File: config.mk
export PLATFORM = sky130hd
export DESIGN_NAME = loop_cache
export DESIGN_NICKNAME = d
export VERILOG_FILES = /design/src/rtl/loop_cache_pkg.sv /design/src/rtl/lc_range.sv /design/src/rtl/lc_store.sv /design/src/rtl/lc_ctrl.sv /design/src/rtl/loop_cache.sv
export SDC_FILE = /design/constraint.sdc
export NUM_CORES = 1
export LEC_CHECK = 0
export CORE_MARGIN = 2
export CORE_UTILIZATION = 40
export CTS_CLUSTER_DIAMETER = 100
export DETAILED_ROUTE_END_ITERATION = 8
export PLACE_DENSITY = 0.56
export SYNTH_ARGS = -nofsm -noshare
export SYNTH_HDL_FRONTEND = slang
export SYNTH_SLANG_ARGS = --single-unit
File: constraint.sdc
create_clock -name clk_i -period 16.1 [get_ports clk_i]
set_input_delay 4.025 -clock clk_i [delete_from_list [all_inputs] [get_ports clk_i]]
set_output_delay 4.025 -clock clk_i [all_outputs]
set_load 0.02 [all_outputs]
File: src/rtl/loop_cache_pkg.sv
package loop_cache_pkg;
  typedef enum logic [1:0] {
    LC_IDLE  = 2'd0,
    LC_FILL  = 2'd1,
    LC_FETCH = 2'd2
  } lc_state_e;
endpackage

File: src/rtl/lc_range.sv
module lc_range #(
  parameter int PC_W  = 32,
  parameter int OFF_W = 8,
  parameter int DEPTH = 32,
  localparam int IDX_W = $clog2(DEPTH)
) (
  input  logic [PC_W-1:0]  pc_i,
  input  logic [PC_W-1:0]  start_i,
  input  logic [OFF_W-1:0] dist_i,
  output logic             in_range_o,
  output logic             in_buf_o,
  output logic [IDX_W-1:0] idx_o
);
  logic [PC_W-1:0] offset;

  assign offset     = pc_i - start_i;
  assign in_range_o = offset <= PC_W'(dist_i);
  assign in_buf_o   = offset < PC_W'(DEPTH);
  assign idx_o      = offset[IDX_W-1:0];
endmodule

File: src/rtl/lc_store.sv
module lc_store #(
  parameter int DEPTH  = 32,
  parameter int DATA_W = 32,
  localparam int IDX_W = $clog2(DEPTH)
) (
  input  logic              clk_i,
  input  logic              we_i,
  input  logic [IDX_W-1:0]  idx_i,
  input  logic [DATA_W-1:0] wdata_i,
  output logic [DATA_W-1:0] rdata_o
);
  logic [DATA_W-1:0] mem_q [DEPTH];

  always_ff @(posedge clk_i) begin
    if (we_i) mem_q[idx_i] <= wdata_i;
  end

  // combinational read so the mux can switch in the PC cycle
  assign rdata_o = mem_q[idx_i];
endmodule

File: src/rtl/lc_ctrl.sv
module lc_ctrl
  import loop_cache_pkg::*;
#(
  parameter int PC_W     = 32,
  parameter int OFF_W    = 8,
  parameter int DEPTH    = 32,
  parameter bit FLEXIBLE = 1'b0
) (
  input  logic             clk_i,
  input  logic             rst_ni,
  input  logic             fetch_valid_i,
  input  logic [PC_W-1:0]  fetch_pc_i,
  input  logic             bb_i,
  input  logic             bb_taken_i,
  input  logic             cof_i,
  input  logic [OFF_W-1:0] bb_dist_i,
  input  logic             in_range_i,
  output lc_state_e        state_o,
  output logic [PC_W-1:0]  start_o,
  output logic [PC_W-1:0]  end_o,
  output logic [OFF_W-1:0] dist_o
);
  lc_state_e        state_q, state_d;
  logic [PC_W-1:0]  start_q, start_d, end_q, end_d;
  logic [OFF_W-1:0] dist_q, dist_d;
  logic             fits, at_end, arm;

  generate
    if (FLEXIBLE) begin : g_prefix
      assign fits = 1'b1;
    end else begin : g_strict
      assign fits = 32'(bb_dist_i) < 32'(DEPTH);
    end
  endgenerate

  assign at_end = (state_q != LC_IDLE) && (fetch_pc_i == end_q);
  assign arm    = bb_i && bb_taken_i && !at_end;

  always_comb begin
    state_d = state_q;
    start_d = start_q;
    end_d   = end_q;
    dist_d  = dist_q;
    if (fetch_valid_i) begin
      if (arm) begin
        if (fits) begin
          state_d = LC_FILL;
          start_d = fetch_pc_i - PC_W'(bb_dist_i);
          end_d   = fetch_pc_i;
          dist_d  = bb_dist_i;
        end else begin
          state_d = LC_IDLE;
        end
      end else if (state_q != LC_IDLE) begin
        if (bb_i && bb_taken_i)  state_d = LC_FETCH; // own branch: next pass hits
        else if (cof_i)          state_d = LC_IDLE;
        else if (bb_i && at_end) state_d = LC_IDLE;  // loop exit
        else if (!in_range_i)    state_d = LC_IDLE;
      end
    end
  end

  always_ff @(posedge clk_i or negedge rst_ni) begin
    if (!rst_ni) begin
      state_q <= LC_IDLE;
      start_q <= '0;
      end_q   <= '0;
      dist_q  <= '0;
    end else begin
      state_q <= state_d;
      start_q <= start_d;
      end_q   <= end_d;
      dist_q  <= dist_d;
    end
  end

  assign state_o = state_q;
  assign start_o = start_q;
  assign end_o   = end_q;
  assign dist_o  = dist_q;
endmodule

File: src/rtl/loop_cache.sv
module loop_cache
  import loop_cache_pkg::*;
#(
  parameter int PC_W     = 32,
  parameter int DATA_W   = 32,
  parameter int OFF_W    = 8,
  parameter int DEPTH    = 32,   // power of two, 8..1024
  parameter bit FLEXIBLE = 1'b0,
  localparam int IDX_W   = $clog2(DEPTH)
) (
  input  logic              clk_i,
  input  logic              rst_ni,
  input  logic              fetch_valid_i,
  input  logic [PC_W-1:0]   fetch_pc_i,
  input  logic [DATA_W-1:0] l1_data_i,
  input  logic              bb_i,
  input  logic              bb_taken_i,
  input  logic              cof_i,
  input  logic [OFF_W-1:0]  bb_dist_i,
  output logic              sel_buf_o,
  output logic [DATA_W-1:0] buf_data_o,
  output logic              l1_req_o
);
  lc_state_e        state_w;
  logic [PC_W-1:0]  start_w, end_w;
  logic [OFF_W-1:0] dist_w;
  logic             in_range_w, in_buf_w, hit_w, fill_we;
  logic [IDX_W-1:0] idx_w;

  lc_ctrl #(
    .PC_W(PC_W), .OFF_W(OFF_W), .DEPTH(DEPTH), .FLEXIBLE(FLEXIBLE)
  ) u_ctrl (
    .clk_i         (clk_i),
    .rst_ni        (rst_ni),
    .fetch_valid_i (fetch_valid_i),
    .fetch_pc_i    (fetch_pc_i),
    .bb_i          (bb_i),
    .bb_taken_i    (bb_taken_i),
    .cof_i         (cof_i),
    .bb_dist_i     (bb_dist_i),
    .in_range_i    (in_range_w),
    .state_o       (state_w),
    .start_o       (start_w),
    .end_o         (end_w),
    .dist_o        (dist_w)
  );

  lc_range #(
    .PC_W(PC_W), .OFF_W(OFF_W), .DEPTH(DEPTH)
  ) u_range (
    .pc_i       (fetch_pc_i),
    .start_i    (start_w),
    .dist_i     (dist_w),
    .in_range_o (in_range_w),
    .in_buf_o   (in_buf_w),
    .idx_o      (idx_w)
  );

  assign hit_w   = fetch_valid_i && in_range_w && in_buf_w;
  assign fill_we = hit_w && (state_w == LC_FILL);

  lc_store #(
    .DEPTH(DEPTH), .DATA_W(DATA_W)
  ) u_store (
    .clk_i   (clk_i),
    .we_i    (fill_we),
    .idx_i   (idx_w),
    .wdata_i (l1_data_i),
    .rdata_o (buf_data_o)
  );

  assign sel_buf_o = hit_w && (state_w == LC_FETCH);
  assign l1_req_o  = fetch_valid_i && !sel_buf_o;
endmodule

# Word-level counts from Yosys, hierarchy flattened
# Memories as Yosys holds them, arrays and structs flattened.
# Index checks and enable logic that the tools add are counted.
[word_totals] regBits=74 mem_bits_rw=1024 in_bits=78 n_memories=1
[classes] n_addsub=2 magnitude_cmp=3 eq_ne=4 n_mux=9 reduce_logical=15
[memory_table] memory="u_store.mem_q" words=32 width=32 read_ports=1 rd_clocked_by_memory_dff=0 write_ports=1 line="lc_store.sv:12" source="logic [DATA_W-1:0] mem_q [DEPTH];"
[ops] operator="equality test 32 bit" count=1
[ops] operator="less-or-equal comparator 32 x 8 -> 1 bit" count=1
[ops] operator="less-than comparator 32 x 6 -> 1 bit, second input constant" count=1
[ops] operator="subtractor 32 bit" count=1
[ops] operator="subtractor 32 x 8 -> 32 bit" count=1
[ops] operator="2-to-1 mux 2 bit" count=6
[ops] operator="logical AND 1 bit" count=9
[ops] operator="less-than comparator 8 x 6 -> 1 bit, second input constant" count=1
[ops] operator="AND reduction 3 bit" count=2
[ops] operator="!= test 5 x 2 -> 1 bit, second input constant" count=1
[ops] operator="nonzero test 2 bit" count=2
[ops] operator="2-to-1 mux 1 bit" count=3
[ops] operator="equality test 2 x 1 -> 1 bit, second input constant" count=1
[ops] operator="equality test 2 bit, second input constant" count=1
[ops] operator="logical NOT 1 bit" count=2

# Depth between registers and ports, before layout
[logic_depth] word_depth=8 depth_mapped=22

# Modules after synthesis
# Synthesis repeated with hierarchy kept, for this count alone.
[hier_totals] cells_unflattened=2811 hier_area_um2=45941.6
[by_module_without_submodules] mod="lc_store" n_inst=1 cells_per_inst=2075 area_per_inst_um2=39101.3 seq_area_each_um2=30749.5
[by_module_without_submodules] mod="lc_ctrl" n_inst=1 cells_per_inst=352 area_per_inst_um2=4350.4 seq_area_each_um2=1851.8
[by_module_without_submodules] mod="lc_range" n_inst=1 cells_per_inst=378 area_per_inst_um2=2446.1 seq_area_each_um2=0.0
[by_module_without_submodules] mod="loop_cache" n_inst=1 cells_per_inst=6 area_per_inst_um2=43.8 seq_area_each_um2=0.0

# Least setup slack after synthesis
# No wires, ideal clock.
[synth_path] kind="input to output" from="in fetch_pc_i[0]" to="out sel_buf_o" t_arrival_ns=8.662 t_required_ns=12.075 setup_slack_ns=3.413 stages=20 cell_sequence="inv_1 -> ha_1 -> fa_1 -> clkbuf_1 -> buf_1 -> clkbuf_1 -> clkbuf_1 -> inv_1 -> ha_1 -> and3_1 -> a221o_1 -> a221oi_2 -> a31oi_1 -> a311o_1 -> nor4_2 -> nand4_1 -> nor4_2 -> nand3_2 -> buf_6 -> nor2_1"
[synth_between] elab_chain_len=5
[synth_lines] item="start: declaration" line="loop_cache.sv:14" source="input logic [PC_W-1:0] fetch_pc_i,"
[synth_lines] item="subtractor 32 bit (*)" line="lc_range.sv:16" source="assign offset = pc_i - start_i;"
[synth_lines] item="less-or-equal comparator 32 x 8 -> 1 bit" line="lc_range.sv:17" source="assign in_range_o = offset <= PC_W'(dist_i);"
[synth_lines] item="logical AND 1 bit" line="loop_cache.sv:59" source="assign hit_w = fetch_valid_i && in_range_w && in_buf_w;"
[synth_lines] item="logical AND 1 bit (*)" line="loop_cache.sv:59"
[synth_lines] item="logical AND 1 bit (*)" line="loop_cache.sv:72" source="assign sel_buf_o = hit_w && (state_w == LC_FETCH);"
[synth_lines] item="end: declaration" line="loop_cache.sv:20" source="output logic sel_buf_o,"
# Every way passes the cells marked *; elsewhere a longest branch is shown, timed or not.

# Final worst setup path
[layout_path] from="in fetch_pc_i[1]" to="out l1_req_o"
[layout_between] elab_chain_len=7
[layout_lines] item="subtractor 32 bit (*)" line="lc_range.sv:16"
[layout_lines] item="less-or-equal comparator 32 x 8 -> 1 bit" line="lc_range.sv:17"
[layout_lines] item="logical AND 1 bit" line="loop_cache.sv:59"
[layout_lines] item="logical AND 1 bit (*)" line="loop_cache.sv:59"
[layout_lines] item="logical AND 1 bit (*)" line="loop_cache.sv:72"
[layout_lines] item="logical NOT 1 bit (*)" line="loop_cache.sv:73" source="assign l1_req_o = fetch_valid_i && !sel_buf_o;"
[layout_lines] item="logical AND 1 bit (*)" line="loop_cache.sv:73"
[layout_lines] item="end: declaration" line="loop_cache.sv:22" source="output logic l1_req_o"
# Marks and branches as above.

==> run metrics <==
Worst R2R Start u_ctrl.start_o[0]; wire per inst 28.6 µm; CP max-delay cell fa_4; global-route wire length before repair 172000 µm; Fin Clk Skew 0.0617 ns; post-route minimum period 13.47 ns; final slew viol count 0; placed cell areas 0.0482 mm²; number of global-route vias before repair 24332; Worst-path clk slew 0.05 ns; Post-DP HPWL 65900 µm; top post-synthesis cells by count 1024 x edfxtp_1, 260 x mux4_2, 93 x nand2_1, 90 x clkbuf_1, 88 x a22oi_1; Final period util 0.836; Crit Path Class in2out; critical path's top delay family adder cells; Final Worst Setup Slack 2.63 ns; final hold violations 0; die area 0.114 mm²; post-cts sizing count 0; Nets 2666; largest net degree at the start of global routing 151; post-synthesis register bit count 1098; I/O Buffers 111; Ant. Diodes 0; Worst Hold Path EP u_ctrl.dist_o[6]; Initial Util 0.404; highest clock rate 74.3 MHz; Synth Area in XOR/XNOR 0.0151; DP Cell Count 3914; die height 338 µm; dominant combinational cell family by area after synthesis multiplexers; status complete, no violations; H-tree levels 3; Mapped Cells 2350; DR iter-0 viols 2204; Hold Crit Class reg2reg; Synth top area share 0.688; Pre-antenna DRT Iters 5; setup TNS 0 ns; Leak 16.6 nW; Worst slew margin 0.0964; RSZ-0062 raised after global routing no; CTS Hold Bufs 0; final wirelength 118000 µm; initial antenna violation count 2; Layout Cells excl Fill 4123; EDFF count, synth 1024; post-synthesis adder-cell area fraction 0.0141; critical path arrival 9.44 ns; crit-path max cell delay 1.30 ns; GRT Residual Overflow 0; CP Buf/Inv Count 4; vias per inst 5.76; Max clock buf depth 3; crit path cell chain clkdlybuf4s50_1, inv_1, fa_4, inv_1, ha_1, and3_1, a221o_1, a221oi_2, a31oi_1, a311o_1, nor4_2, nand4_1, nor4_2, nand3_2, o21a_1, clkdlybuf4s50_1; via count 23732; DRC 0; setup bufs post-CTS 0; Core Area 0.111 mm²; DP Worst Slack 2.60 ns; setup slack, reg-to-reg 9.74 ns; Yosys top cell by area edfxtp_1; Worst Reg-to-Reg Cells 16; worst-margin pin slew 1.36 ns; reg-to-reg critical path endpoint u_store.mem_q[19][9]; Area Growth Syn to Fin 15.9%; row cnt 122; WHS Path Cells 2; maximum vdd drop 0.147 mV; top_reg_cell synth edfxtp_1; Antenna Nets Post-Route 0; syn_nets 2477; clock net sink count 1098; Syn Area/Cell 19.0 µm²; CTS Buf Count 111; sequential share of the synthesized area 0.730; Synth Area in Simple Gates 0.0377; die width 338 µm; multiplexer share of the synthesized area 0.141; post-synth design cell area 0.0447 mm²; Netlist cell types 68; worst-skew pair later-pin latency 0.72 ns; Synth area leaders edfxtp_1 69%, mux4_2 13%, dfrtp_1 4.1%; I/O Pins 112; Total GRT Usage 0.205; routability cong. 0.817; count leader, synth edfxtp_1; Worst Path Required 12.07 ns; Clock Tree Root clkbuf_16; Synth Warn # 0; Synth Area in Compound Gates 0.0460; fin area 0.0518 mm²; startpoint types input pin; layout cells sized above 1 0.228; Max Cap Violations 0; Final setup viols 0; hold path startpoint u_ctrl.dist_o[6]; Post-synth ARST share 0.0674; CTS tree done; Worst setup EP type primary output; peak fanout along the critical path 38; power per cell area 152 mW/mm²; fin util 0.468
-- report_power, final --
group / switching [W] / total (W) / internal [W]
Clock: 0.00109 / 0.00257 / 0.00148
Combinational: 0.00125 / 0.00213 / 0.000876
Sequential: 0.0000231 / 0.00318 / 0.00316
-- metal layers --
| metal | global-route usage | wire, µm | vias to the layer above |
|---|---|---|---|
| met5 | 0 | 16 | - |
| met2 | 0.339 | 58200 | 786 |
| met3 | 0.0294 | 6160 | 191 |
| li1 | - | - | 10029 |
| met4 | 0.0585 | 3170 | 2 |
| met1 | 0.285 | 50400 | 12724 |
-- sequential cells by signal, indices dropped and copies added (netlist names) --
name / flops
u_store.mem_q: 1024
u_ctrl.end_o: 32
u_ctrl.start_o: 32
u_ctrl.dist_o: 8
u_ctrl.state_o: 2
-- cells by family after synthesis --
family,count (synthesis)
compound gates,307
xor+xnor,77
fa+ha+maj,49
buf+inv,189
flops,1098
mux,300
simple gates,330
-- layout by cell type (no fill, tap or decap), types with 46 or more instances in the layout --
cell and count:
edfxtp_1 1024, clkbuf_16 112, dfrtp_1 74, ha_1 46
inv_1 64, clkdlybuf4s50_1 110, xnor2_1 59, nor2_1 63
a22oi_1 88, a21oi_1 78, nand2_1 93, mux4_2 260
buf_4 89
-- cell type report --
class,instances,area (µm²)
Clock buffer,138,2920
Sequential cell,1098,32600
Timing Repair Buffer,201,1810
Tap cell,1488,1860
Multi-Input combinational cell,1063,11600
Clock inverter,71,702
Inverter,64,240
Fill cell,9242,58900
-- per-stage QoR --
step	total power, W	hold WS [ns]
6_report	0.00788	0.504
5_1_grt	0.00818	0.533
4_1_cts	0.00796	0.513
3_5_place_dp	0.00538	0.500
3_3_place_gp	0.00537	0.478
2_1_floorplan	0.00454	0.464
-- how the worst max path moves through the flow --
stage	from	to	slack (ns)	depth (start not counted)
after floorplan	fetch_pc_i[0]	sel_buf_o	3.41	20
after detailed placement	fetch_pc_i[1]	l1_req_o	2.60	16
final	fetch_pc_i[1]	l1_req_o	2.63	16
after global placement	fetch_pc_i[1]	sel_buf_o	2.59	16
after global routing	fetch_pc_i[1]	sel_buf_o	2.36	16
after CTS	fetch_pc_i[1]	l1_req_o	2.56	16
-- worst min-delay path, delay by kind of cell, from the launching register on --
kind          cells  cell delay (ns)
buf+inv           1             0.05
flops             1             0.32
simple gates      1             0.10
(Power assumes the default switching activity.)
